### src/rtl/coh_pkg.sv
// Shared types for the snooping coherency controller.
// Assumes two-bit line state and a single-bit command opcode.
package coh_pkg;
    typedef enum logic [1:0] {
        LS_INV   = 2'b00,
        LS_CLEAN = 2'b01,
        LS_DIRTY = 2'b11
    } line_st_e;

    typedef enum logic {
        OP_FLUSH = 1'b0,
        OP_INVAL = 1'b1
    } cmd_op_e;

    typedef enum logic {
        S_IDLE = 1'b0,
        S_WB   = 1'b1
    } wb_fsm_e;
endpackage

### src/rtl/coh_tag_array.sv
// Direct-mapped tag and line-state storage with three combinational read
// ports and per-set update logic. Any invalidation aimed at a set wins
// over a fill of that set in the same cycle. Tags are not reset; only
// the state is, which is enough to make every line a miss.
module coh_tag_array
    import coh_pkg::*;
#(
    parameter int SETS  = 16,
    parameter int IDX_W = $clog2(SETS),
    parameter int TAG_W = 23
) (
    input  logic             clk,
    input  logic             rst_n,
    // read port A (snoop), B (command), C (query)
    input  logic [IDX_W-1:0] ra_idx,
    output logic [TAG_W-1:0] ra_tag,
    output line_st_e         ra_st,
    input  logic [IDX_W-1:0] rb_idx,
    output logic [TAG_W-1:0] rb_tag,
    output line_st_e         rb_st,
    input  logic [IDX_W-1:0] rc_idx,
    output logic [TAG_W-1:0] rc_tag,
    output line_st_e         rc_st,
    // invalidation requests
    input  logic             inv_a_en,
    input  logic [IDX_W-1:0] inv_a_idx,
    input  logic             inv_b_en,
    input  logic [IDX_W-1:0] inv_b_idx,
    input  logic             inv_c_en,
    input  logic [IDX_W-1:0] inv_c_idx,
    // fill write
    input  logic             wr_en,
    input  logic [IDX_W-1:0] wr_idx,
    input  logic [TAG_W-1:0] wr_tag,
    input  line_st_e         wr_st
);
    logic [SETS-1:0][1:0]       st_vec;
    logic [SETS-1:0][TAG_W-1:0] tag_vec;

    for (genvar g = 0; g < SETS; g++) begin : g_set
        line_st_e         st_q;
        logic [TAG_W-1:0] tag_q;
        logic             kill;
        logic             load;

        assign kill = (inv_a_en && inv_a_idx == IDX_W'(g)) ||
                      (inv_b_en && inv_b_idx == IDX_W'(g)) ||
                      (inv_c_en && inv_c_idx == IDX_W'(g));
        assign load = wr_en && (wr_idx == IDX_W'(g));

        // Per-set state update: reset, then invalidate, then fill.
        always_ff @(posedge clk) begin
            if (!rst_n) begin
                st_q <= LS_INV;
            end else if (kill) begin
                st_q <= LS_INV;
            end else if (load) begin
                st_q  <= wr_st;
                tag_q <= wr_tag;
            end
        end

        assign st_vec[g]  = st_q;
        assign tag_vec[g] = tag_q;
    end

    assign ra_st  = line_st_e'(st_vec[ra_idx]);
    assign ra_tag = tag_vec[ra_idx];
    assign rb_st  = line_st_e'(st_vec[rb_idx]);
    assign rb_tag = tag_vec[rb_idx];
    assign rc_st  = line_st_e'(st_vec[rc_idx]);
    assign rc_tag = tag_vec[rc_idx];
endmodule

### src/rtl/coh_ctrl_fsm.sv
// Snoop response and write-back sequencer. Decides retry and quiet
// invalidation for global snoops, accepts maintenance commands when no
// snoop is present and no write-back is running, and holds one
// write-back line until memory acknowledges it.
// Assumes hit/dirty inputs come from the current tag array contents.
module coh_ctrl_fsm
    import coh_pkg::*;
#(
    parameter int LINE_W = 27
) (
    input  logic              clk,
    input  logic              rst_n,
    input  logic              snp_act,
    input  logic              snp_hit,
    input  logic              snp_dirty,
    input  logic [LINE_W-1:0] snp_line,
    input  logic              cmd_valid,
    input  logic              cmd_flush,
    input  logic              cmd_hit,
    input  logic              cmd_dirty,
    input  logic [LINE_W-1:0] cmd_line,
    input  logic              wb_ack,
    output logic              snp_retry,
    output logic              snp_inv,
    output logic              cmd_ready,
    output logic              cmd_inv,
    output logic              wb_req,
    output logic [LINE_W-1:0] wb_line,
    output logic              wb_done
);
    wb_fsm_e           state_q;
    logic [LINE_W-1:0] line_q;
    logic              busy;
    logic              cmd_go;
    logic              cmd_wb;
    logic              start_wb;

    // Combinational snoop and command decisions.
    always_comb begin
        busy      = (state_q == S_WB);
        snp_retry = snp_act && snp_hit && snp_dirty;
        snp_inv   = snp_act && snp_hit && !snp_dirty;
        cmd_ready = !busy && !snp_act;
        cmd_go    = cmd_valid && cmd_ready;
        cmd_wb    = cmd_go && cmd_flush && cmd_hit && cmd_dirty;
        cmd_inv   = cmd_go && cmd_hit && !cmd_wb;
        start_wb  = (!busy && snp_retry) || cmd_wb;
        wb_done   = busy && wb_ack;
    end

    // Write-back state and captured line address.
    always_ff @(posedge clk) begin
        if (!rst_n) begin
            state_q <= S_IDLE;
            line_q  <= '0;
        end else begin
            case (state_q)
                S_IDLE: if (start_wb) begin
                    state_q <= S_WB;
                    line_q  <= snp_retry ? snp_line : cmd_line;
                end
                S_WB: if (wb_ack) state_q <= S_IDLE;
                default: state_q <= S_IDLE;
            endcase
        end
    end

    assign wb_req  = busy;
    assign wb_line = line_q;
endmodule

### src/rtl/snoop_coh_ctrl.sv
// Top of the snooping coherency controller: splits addresses into
// tag/index/offset, looks up the tag array for snoop, command and query,
// and routes invalidations and fills. Assumes a direct-mapped cache and
// that eviction caused by fills is handled outside this block.
module snoop_coh_ctrl
    import coh_pkg::*;
#(
    parameter int ADDR_W = 32,
    parameter int OFFS_W = 5,
    parameter int SETS   = 16
) (
    input  logic              clk,
    input  logic              rst_n,
    input  logic              fill_en,
    input  logic [ADDR_W-1:0] fill_addr,
    input  logic              fill_dirty,
    input  logic [ADDR_W-1:0] rd_addr,
    output logic [1:0]        rd_state,
    input  logic              snp_valid,
    input  logic              snp_global,
    input  logic [ADDR_W-1:0] snp_addr,
    output logic              snp_retry,
    input  logic              cmd_valid,
    input  logic              cmd_op,
    input  logic [ADDR_W-1:0] cmd_addr,
    output logic              cmd_ready,
    output logic              wb_req,
    output logic [ADDR_W-1:0] wb_addr,
    input  logic              wb_ack
);
    localparam int IDX_W  = $clog2(SETS);
    localparam int LINE_W = ADDR_W - OFFS_W;
    localparam int TAG_W  = LINE_W - IDX_W;

    logic [LINE_W-1:0] snp_line, cmd_line, rd_line, fill_line, wb_line;
    logic [TAG_W-1:0]  snp_tag_q, cmd_tag_q, rd_tag_q;
    line_st_e          snp_st, cmd_st, rd_st;
    logic              snp_hit, cmd_hit, rd_hit;
    logic              snp_inv, cmd_inv, wb_done;
    logic              fill_ok;
    logic              unused_offs;

    assign snp_line  = snp_addr[ADDR_W-1:OFFS_W];
    assign cmd_line  = cmd_addr[ADDR_W-1:OFFS_W];
    assign rd_line   = rd_addr[ADDR_W-1:OFFS_W];
    assign fill_line = fill_addr[ADDR_W-1:OFFS_W];
    assign unused_offs = ^{snp_addr[OFFS_W-1:0], cmd_addr[OFFS_W-1:0],
                           rd_addr[OFFS_W-1:0], fill_addr[OFFS_W-1:0]};

    // Tag compare for the three lookups.
    always_comb begin
        snp_hit = (snp_st != LS_INV) && (snp_tag_q == snp_line[LINE_W-1:IDX_W]);
        cmd_hit = (cmd_st != LS_INV) && (cmd_tag_q == cmd_line[LINE_W-1:IDX_W]);
        rd_hit  = (rd_st  != LS_INV) && (rd_tag_q  == rd_line[LINE_W-1:IDX_W]);
        rd_state = rd_hit ? rd_st : LS_INV;
        fill_ok = fill_en &&
                  !(wb_req && fill_line[IDX_W-1:0] == wb_line[IDX_W-1:0]);
    end

    coh_tag_array #(.SETS(SETS), .IDX_W(IDX_W), .TAG_W(TAG_W)) u_tags (
        .clk       (clk),
        .rst_n     (rst_n),
        .ra_idx    (snp_line[IDX_W-1:0]),
        .ra_tag    (snp_tag_q),
        .ra_st     (snp_st),
        .rb_idx    (cmd_line[IDX_W-1:0]),
        .rb_tag    (cmd_tag_q),
        .rb_st     (cmd_st),
        .rc_idx    (rd_line[IDX_W-1:0]),
        .rc_tag    (rd_tag_q),
        .rc_st     (rd_st),
        .inv_a_en  (snp_inv),
        .inv_a_idx (snp_line[IDX_W-1:0]),
        .inv_b_en  (cmd_inv),
        .inv_b_idx (cmd_line[IDX_W-1:0]),
        .inv_c_en  (wb_done),
        .inv_c_idx (wb_line[IDX_W-1:0]),
        .wr_en     (fill_ok),
        .wr_idx    (fill_line[IDX_W-1:0]),
        .wr_tag    (fill_line[LINE_W-1:IDX_W]),
        .wr_st     (fill_dirty ? LS_DIRTY : LS_CLEAN)
    );

    coh_ctrl_fsm #(.LINE_W(LINE_W)) u_fsm (
        .clk       (clk),
        .rst_n     (rst_n),
        .snp_act   (snp_valid && snp_global),
        .snp_hit   (snp_hit),
        .snp_dirty (snp_st == LS_DIRTY),
        .snp_line  (snp_line),
        .cmd_valid (cmd_valid),
        .cmd_flush (cmd_op == OP_FLUSH),
        .cmd_hit   (cmd_hit),
        .cmd_dirty (cmd_st == LS_DIRTY),
        .cmd_line  (cmd_line),
        .wb_ack    (wb_ack),
        .snp_retry (snp_retry),
        .snp_inv   (snp_inv),
        .cmd_ready (cmd_ready),
        .cmd_inv   (cmd_inv),
        .wb_req    (wb_req),
        .wb_line   (wb_line),
        .wb_done   (wb_done)
    );

    assign wb_addr = {wb_line, {OFFS_W{1'b0}}};
endmodule

### config.mk
export PLATFORM = sky130hd
export DESIGN_NAME = snoop_coh_ctrl
export DESIGN_NICKNAME = d
export VERILOG_FILES = /design/src/rtl/coh_pkg.sv /design/src/rtl/coh_tag_array.sv /design/src/rtl/coh_ctrl_fsm.sv /design/src/rtl/snoop_coh_ctrl.sv
export SDC_FILE = /design/constraint.sdc
export NUM_CORES = 1
export LEC_CHECK = 0
export BUFFER_PORTS_ARGS = -buffer_cell sky130_fd_sc_hd__clkbuf_2
export CAP_MARGIN = 20
export CORE_UTILIZATION = 32
export CTS_BUF_LIST = sky130_fd_sc_hd__clkbuf_16
export DETAILED_ROUTE_END_ITERATION = 16
export GPL_TIMING_DRIVEN = 0
export SLEW_MARGIN = 15
export SYNTH_ARGS = -nofsm -noshare
export SYNTH_HDL_FRONTEND = slang
export SYNTH_SLANG_ARGS = --single-unit
### constraint.sdc
create_clock -name clk -period 6.7 [get_ports clk]
set_input_delay 0 -clock clk [delete_from_list [all_inputs] [get_ports clk]]
set_output_delay 0 -clock clk [all_outputs]
set_load 0.01 [all_outputs]
# Word-level counts from Yosys, hierarchy flattened
# Index checks and enable logic that the tools add are counted.
# word_totals
register_bits	428
in_bits	137
output_inout_bits	37
word_cells	300
# classes
magnitude_cmp	3
eq_ne	66
muxes	18
bitwise	19
n_reduce_logical	160
# ops
cell	n
23-bit binary-select mux with 4-bit select	3
4-bit == test, second input constant	32
1-bit logical AND	82
23-bit == test	3
23-bit two-way mux	3
4-bit by 3-bit == test with 1-bit output, second input constant	16
3-bit AND reduction	16
1-bit logical OR	33
4-bit by 2-bit == test with 1-bit output, second input constant	8
2-bit OR reduction	16
27-bit two-way mux	1
2-bit binary-select mux with 4-bit select	3
1-bit NOT	19
4-bit by 1-bit == test with 1-bit output, second input constant	4
4-bit zero test	4
4-bit by 5-bit < comparator with 1-bit output, second input constant	3
2-bit two-way mux	5
2-bit nonzero test	3
1-bit zero test	5
2-bit == test, second input constant	2
4-bit == test	1
1-bit two-way mux	2
1-bit case mux with 2 select lines	1
2-bit AND reduction	1

# Longest topological paths before layout
# Gate-level depths: netlist of the first run.
# logic_depth
word_depth	14
mapped_depth	16

# Cells and area by module
# From an unflattened synthesis of the first run, not the netlist that was laid out.
# hier_totals
hier_cells	1490
hier_area_um2	23960.5
# modules_own_cells
mod	n_inst	cells_each	area_each_um2
coh_tag_array	1	1241	21602.0
coh_ctrl_fsm	1	136	1471.4
snoop_coh_ctrl	1	113	887.1

# Worst setup path before layout of the first run
# No wires, ideal clock.
# synth_path
path_type	in2reg
start	input snp_addr[5]
end	register u_tags.g_set[11].tag_q[0], enable pin
setup_time_ns	0.461
t_arrival_ns	4.580
required_ns	6.239
slack_ns	1.659
stages	13
path_cell_list	buf_6 buf_12 buf_8 mux4_2 mux2i_1 mux2_2 nand4_1 o41ai_1 a21bo_2 buf_2 nor4_4 a31o_2 nor4_1
# synth_via
elab_chain_cells	11
# synth_rtl
item	line_no	rtl
start, declared	snoop_coh_ctrl.sv:21	input logic [ADDR_W-1:0] snp_addr,
23-bit binary-select mux with 4-bit select or 2-bit binary-select mux with 4-bit select (tied branches)	coh_tag_array.sv:68, coh_tag_array.sv:67	
23-bit two-way mux (not written as such) or 2-bit two-way mux (tied branches)	coh_tag_array.sv:68, coh_tag_array.sv:67	
23-bit == test or 2-bit nonzero test (tied branches)	snoop_coh_ctrl.sv:52	snp_hit = (snp_st != LS_INV) && (snp_tag_q == snp_line[LINE_W-1:IDX_W]);
1-bit logical AND	snoop_coh_ctrl.sv:52	
1-bit logical AND (2 in series)	coh_ctrl_fsm.sv:42	snp_inv = snp_act && snp_hit && !snp_dirty;
1-bit logical AND (*)	coh_tag_array.sv:46	assign kill = (inv_a_en && inv_a_idx == IDX_W'(g)) ||
1-bit logical OR (*)	coh_tag_array.sv:46	
1-bit logical OR (*)	coh_tag_array.sv:47	(inv_b_en && inv_b_idx == IDX_W'(g)) ||
1-bit NOT (no source line) (*)	--	
3-bit AND reduction (no source line) (*)	--	
end signal, assigned	coh_tag_array.sv:59	tag_q <= wr_tag;
end, declared	coh_tag_array.sv:42	logic [TAG_W-1:0] tag_q;
# Every way passes the cells marked *; elsewhere a longest branch is shown, timed or not. The select of a mux whose other input is x is not followed.
# A chain may end at the register's enable or synchronous reset.

# Final worst setup path of the first run
# layout_path
start	input cmd_addr[5]
end	register u_tags.g_set[13].tag_q[6], enable pin
# layout_via
elab_chain_cells	13
# layout_rtl
item	line_no	rtl
start, declared	snoop_coh_ctrl.sv:25	input logic [ADDR_W-1:0] cmd_addr,
23-bit binary-select mux with 4-bit select or 2-bit binary-select mux with 4-bit select (tied branches)	coh_tag_array.sv:70, coh_tag_array.sv:69	
23-bit two-way mux (not written as such) or 2-bit two-way mux (tied branches)	coh_tag_array.sv:70, coh_tag_array.sv:69	
23-bit == test or 2-bit nonzero test (tied branches)	snoop_coh_ctrl.sv:53	cmd_hit = (cmd_st != LS_INV) && (cmd_tag_q == cmd_line[LINE_W-1:IDX_W]);
1-bit logical AND	snoop_coh_ctrl.sv:53	
1-bit logical AND (2 in series)	coh_ctrl_fsm.sv:45	cmd_wb = cmd_go && cmd_flush && cmd_hit && cmd_dirty;
1-bit zero test	coh_ctrl_fsm.sv:46	cmd_inv = cmd_go && cmd_hit && !cmd_wb;
1-bit logical AND	coh_ctrl_fsm.sv:46	
1-bit logical AND (*)	coh_tag_array.sv:47	
1-bit logical OR (*)	coh_tag_array.sv:46	
1-bit logical OR (*)	coh_tag_array.sv:47	
1-bit NOT (no source line) (*)	--	
3-bit AND reduction (no source line) (*)	--	
end signal, assigned	coh_tag_array.sv:59	
end, declared	coh_tag_array.sv:42	
# Marked as above.

==> results of run 1 <==
[synthesized netlist by cell type, types with 13 or more instances]
cell,count,area (um^2)
a221oi_1,15,131
mux2i_1,162,1620
nand3_1,52,260
nand4_1,31,194
buf_1,23,86.3
nor2_1,51,191
nand2b_1,13,81.3
o31ai_1,24,180
nor4_1,19,119
edfxtp_1,368,11100
a211oi_1,32,240
a21oi_1,45,225
clkbuf_1,66,248
nor3_1,43,215
a22o_1,35,307
mux2_2,20,225
inv_1,23,86.3
o21ai_0,25,125
nand2_1,42,158
mux4_2,274,6170
xnor2_1,41,359
xor2_1,33,289
a31o_2,14,123
buf_2,39,195
dfxtp_1,60,1200
o22ai_1,20,125
nor2b_1,27,169
a22oi_1,25,188
buf_4,15,113
[registers in the layout, indices dropped and copies added (netlist names)]
signal / cells
u_tags.g_set.tag_q: 368
u_fsm.wb_line: 27
u_fsm.wb_req: 1
u_tags.g_set.st_q: 32
[final cells by class]
class | count | area share
buffer | 156 | 0.0261
antenna | 1 | 0.0000808
inverter | 27 | 0.00327
sequential | 428 | 0.396
multi-input combinational | 1161 | 0.415
tap | 1050 | 0.0424
clock inverter | 37 | 0.00808
clock buffer | 50 | 0.0404
timing repair buffer | 282 | 0.0696
[critical path, stage by stage]
cell and delay [ns]:
buf_2 0.36, buf_2 0.47, clkbuf_1 0.66, buf_2 0.62, mux2i_1 0.31, xor2_1 0.75
nand3_1 0.26, a21oi_1 0.40, nor3b_1 0.31, nand4b_1 0.48, nor2_1 0.50, buf_2 0.39
a211oi_4 0.14, buf_8 0.21, buf_6 0.18, buf_6 0.18
[power breakdown]
group	switching, mW	internal (mW)
registers	0.0246	2.92
clock network	1.15	1.43
logic	0.676	0.396
total	1.85	4.75
[metal layers]
metal	share of wire	routed length, um	GRT usage
met1	0.37	45100	0.380
met2	0.43	53100	0.441
met3	0.13	15400	0.0788
met4	0.074	9020	0.190
met5	0.00044	54	0
[layout by cell type (no fill, tap or decap), types with 42 or more instances in the layout]
master / netlist / final
dfxtp_1: 60 / 60
dlygate4sd3_1: 0 / 64
clkbuf_2: 0 / 140
clkbuf_16: 0 / 50
nand3_1: 52 / 52
buf_4: 15 / 52
nand2_1: 42 / 42
buf_2: 39 / 46
mux4_2: 274 / 274
nor2_1: 51 / 51
clkbuf_1: 66 / 62
mux2i_1: 162 / 162
edfxtp_1: 368 / 368
a21oi_1: 45 / 45
[through the flow]
stage          TNS (ns)  instance area [um^2]
6_report              0                 31000
4_1_cts               0                 30900
3_3_place_gp   -1609.97                 27800
2_1_floorplan         0                 25800
3_5_place_dp          0                 28800
5_1_grt               0                 31000
[logic make-up (layout without fill, tap and decap cells)]
family,count (synthesis),count (layout),synth area share
muxes,456,456,0.311
DFF,428,428,0.475
and+or+nand+nor,327,327,0.0697
AOI/OAI and AO/OA,299,299,0.0852
buffers and inverters,183,552,0.0348
xor gates and xnor gates,74,74,0.0251
other,1,6,0.000145
[worst max path at each step]
stage / from / to / slack [ns] / cells after the start
floorplan: snp_addr[5] / u_tags.g_set[11].tag_q[0] / 1.66 / 13
global placement: cmd_addr[5] / u_tags.g_set[11].tag_q[21] / -6.22 / 11
detailed placement: cmd_addr[5] / u_tags.g_set[14].tag_q[10] / 0.42 / 16
CTS: cmd_addr[5] / u_tags.g_set[14].tag_q[0] / 1.03 / 16
global route: cmd_addr[5] / u_tags.g_set[14].tag_q[12] / 0.73 / 16
finish: cmd_addr[5] / u_tags.g_set[13].tag_q[6] / 0.75 / 16
[what timing repair did]
action,4_1_cts,5_1_grt
hold buffers,64,0
hold endpoints to repair,412,0
setup endpoints to repair,0,0
==> results.cfg, run 1 <==
[clocking]
ctsResizeCount = 0
clockBufferDepth = 3
clk_latency_ns = 0.63
cts_tree = built
cts.clk_slew.worst_paths_ns = 0.05
cts_max_level = 2
postCtsSetupBuffers = 0
cts_made_buffers = 48
cts-root-buf = clkbuf_16
clock-sinks = 428

[route]
drtAntennaViolNets = 0
initialDrtViolationCount = 3519
wl_per_cell_um = 38.4
viasPerCell = 6.61
vias = 21102
drt-pass1-iter-count = 6
drc_errors = 0
drt-total-wl_um = 123000

[critical_path]
reg2reg_slack_ns = 1.50
r2r_end = u_tags.g_set[13].tag_q[6]
cp-end-kind = flop
critPathKind = input pin to flop
start_kind = input pin
worstReg2RegStart = u_tags.g_set[5].tag_q[14]
crit_fanout = 10
cp.required_ns = 7.06
r2r_cells = 13
arrival_ns = 6.31

[place]
preCtsSetupSlack_ns = 0.422
place.gp.congestion = 1.02
dp_hpwl_um = 95100
placed_cells = 3036
portBuffers = 136

[finish]
drive_above_1_share = 0.329
fin_util = 0.390
fillers = 7465
syn_to_final_growth_pct = 20.0
regArea_um2 = 12300
multi_input_area_um2 = 12800
fin_cells = 3192
nets = 2241

[timing]
finalClockSkew_ns = 0.0354
worst_slack_ns = 0.747
hold_slack_ns = 0.0549
fin_crit_sh = 0.888
min_period_ns = 5.95
fmax_ghz = 0.168
worstMarginPinSlew_ns = 1.32
slew_violations = 0
rsz0062_at_grt = false
setup_viol = 0
hold_violations = 0
slew_headroom = 0.117

[floorplanning]
start_util = 0.325
die_x_um = 286
coreArea_um2 = 79400
die_h_um = 286
io_pins = 174
rows = 103
fp.dieArea_um2 = 81800

[global_route]
grt_pass1_vias = 20236
grt_overflow = 0
grt_max_degree = 17
grt_pass1_wl_um = 166000
antenna_found_initial = 7
gr-usage-all-layers = 0.296

[synth]
ys_types = 78
syn_inst = 1768
seq_area_frac_synth = 0.475
yosys_warnings = 0
syn_area_um2 = 25800
ys.flop_type = edfxtp_1
synth-seq-cells = 428
avgSynthCellArea_um2 = 14.6
synth_edf_count = 368
async_flop_share = 0

[min_path]
hold_end = u_fsm.wb_line[6]
whs_path_depth = 4
hold_path.class = input pin to flop
min_from = cmd_addr[11]

[power_and_ir_drop]
total_power_mw = 6.60
power_leakage_nw = 10.4
max-vdd-ir-drop_uv = 160
p_per_area_nw_per_um2 = 213

[job]
cap_violations = 0

[run_status]
status = finished, final reports clean
(Power assumes the default switching activity.)
==> run 2, diff against run 1 <==
--- a/config.mk
+++ b/config.mk
@@ -7,7 +7,7 @@
 export LEC_CHECK = 0
 export BUFFER_PORTS_ARGS = -buffer_cell sky130_fd_sc_hd__clkbuf_2
 export CAP_MARGIN = 20
-export CORE_UTILIZATION = 32
+export CORE_UTILIZATION = 30
 export CTS_BUF_LIST = sky130_fd_sc_hd__clkbuf_16
 export DETAILED_ROUTE_END_ITERATION = 16
 export GPL_TIMING_DRIVEN = 0
==> constraint.sdc (replaced) <==
create_clock -name clk -period 6.9 [get_ports clk]
set_input_delay 0 -clock clk [delete_from_list [all_inputs] [get_ports clk]]
set_output_delay 0 -clock clk [all_outputs]
set_load 0.01 [all_outputs]
==> results.cfg, run 2 (same netlist as run 1, synthesis figures left out) <==
[critical_path]
reg2reg_slack_ns = 1.82
r2r_end = u_tags.g_set[7].tag_q[14]
worstReg2RegStart = u_tags.g_set[5].tag_q[14]
crit_end = u_tags.g_set[7].tag_q[14]
cp_num_cells = 16
startpoint = cmd_addr[5]
cp-end-kind = flop
crit_fanout = 10
arrival_ns = 6.30
crit_path_frequent_cell = buf_2
cp_num_buf_inv = 8
r2r_cells = 13
path_cells = buf_2 -> buf_2 -> clkbuf_1 -> buf_2 -> mux2i_1 -> xor2_1 -> nand3_1 -> a21oi_1 -> nor3b_1 -> nand4b_1 -> nor2_1 -> buf_2 -> a211oi_4 -> buf_8 -> buf_8 -> buf_6
crit_slowest_cell = xor2_1
slowest_delay_ns = 0.77
critPathKind = input pin to flop
path_delay_family = buffers and inverters
start_kind = input pin
cp.required_ns = 7.25

[power_and_ir_drop]
p_int_mw = 4.92
pwr-share-comb = 0.153
p_per_area_nw_per_um2 = 215
p_sw_mw = 1.82
power_leakage_nw = 10.5
power_frac_clock = 0.421
max-vdd-ir-drop_uv = 192
p_seq_frac = 0.425
netSwitchingFraction = 0.270
total_power_mw = 6.73

[clocking]
cts.clk_slew.worst_paths_ns = 0.06
cts-root-buf = clkbuf_16
clockBufferDepth = 3
clk_latency_ns = 0.62
cts_max_level = 2
postCtsSetupBuffers = 0
cts_made_buffers = 49
cts_tree = built
clock-sinks = 428

[route]
drt-pass1-iter-count = 6
wl_per_cell_um = 36.7
vias = 20811
initialDrtViolationCount = 3179
drtAntennaViolNets = 0
viasPerCell = 6.33
drt-total-wl_um = 121000
drc_errors = 0

[timing]
slew_headroom = 0.223
slew_violations = 0
hold_violations = 0
worstMarginPinSlew_ns = 1.16
min_period_ns = 5.94
rsz0062_at_grt = false
worst_slack_ns = 0.956
setup_viol = 0
setup_tns_ns = 0
fmax_ghz = 0.168
hold_slack_ns = 0.0488
fin_crit_sh = 0.862
finalClockSkew_ns = 0.0303

[global_route]
gr-usage-all-layers = 0.272
grt_max_degree = 17
antenna_found_initial = 5
grt_pass1_vias = 20067
grt_pass1_wl_um = 164000
grt_overflow = 0

[job]
cap_violations = 0

[place]
preCtsSetupSlack_ns = 0.692
place.gp.congestion = 1.03
portBuffers = 136
dp_hpwl_um = 92800

[finish]
drive_above_1_share = 0.332
final_common_cell = edfxtp_1
nets = 2241
fillers = 8097
largest_register = u_tags.g_set.tag_q
largest_reg_flops = 368
final_cell_mix = edfxtp_1 (368), mux4_2 (274), mux2i_1 (162)
syn_to_final_growth_pct = 21.1

[floorplanning]
rows = 107
io_pins = 174
die_h_um = 295
fp.dieArea_um2 = 87200
coreArea_um2 = 85100
start_util = 0.303
die_x_um = 295

[min_path]
hold_path.class = input pin to flop

[run_status]
status = finished, final reports clean
run 2: cell count changes in the layout (fill, tap and decap cells not counted), sizes merged:
cell,previous run,this run
bufinv,2,10
dlygate4sd3,64,63
clkinvlp,3,5
inv,37,30
clkbuf,254,253
buf,170,171
diode,1,2
run 2: worst min path at each step:
stage / start / endpoint / slack (ns) / cells past startpoint
global placement: snp_global / cmd_ready / 0.29 / 3
CTS: snp_addr[24] / u_fsm.wb_line[19] / 0.007 / 4
floorplan: snp_global / cmd_ready / 0.09 / 1
finish: snp_addr[24] / u_fsm.wb_line[19] / 0.05 / 4
detailed placement: snp_global / cmd_ready / 0.30 / 3
global route: snp_addr[24] / u_fsm.wb_line[19] / 0.06 / 4
run 2: power groups by stage:
stage	registers, mW	clock network, mW	logic [mW]
6_report	2.86	2.84	1.03
5_1_grt	2.86	2.93	1.05
4_1_cts	2.86	2.85	0.996
3_5_place_dp	2.91	0	0.969
3_3_place_gp	2.92	0	0.945
2_1_floorplan	2.91	0	0.539
run 2: final cells by class:
cell class / count / area [um^2] / area share
well taps: 1144 / 1430 / 0.0458
plain buffers: 156 / 808 / 0.0258
inverters: 27 / 101 / 0.00324
diodes: 2 / 5.00 / 0.000160
multi-input cells: 1161 / 12800 / 0.410
clock inverters: 40 / 482 / 0.0154
repair buffers: 281 / 2110 / 0.0674
clock buffers: 50 / 1250 / 0.0400
flip-flops and latches: 428 / 12300 / 0.392
run 2: worst register-to-register path: cells and delay by family, from the launching register on:
family	cells	cell delay, ns
AOI/OAI and AO/OA	2	0.61
xor gates and xnor gates	1	0.77
buffers and inverters	4	0.93
DFF	1	0.43
muxes	2	0.67
and+or+nand+nor	4	1.43
run 2: timing repair:
item | CTS | global route
hold buffers | 63 | 0
endpoints found under the hold margin | 410 | 0
gates resized for setup | 0 | 0
run 2: layer usage:
layer,vias to the layer above,track usage,wire (um)
met4,10,0.158,8410
met2,1780,0.417,53200
met1,10575,0.341,43800
met3,374,0.0815,15200
li1,8072,-,-
met5,-,0,66
run 2: through the flow:
step           std cells   util  area [um^2]
2_1_floorplan       1772      -        25800
3_3_place_gp        3052  0.328        27900
3_5_place_dp        3129  0.339        28800
4_1_cts             3282  0.367        31200
5_1_grt             3287  0.367        31300
6_report            3289  0.367        31300
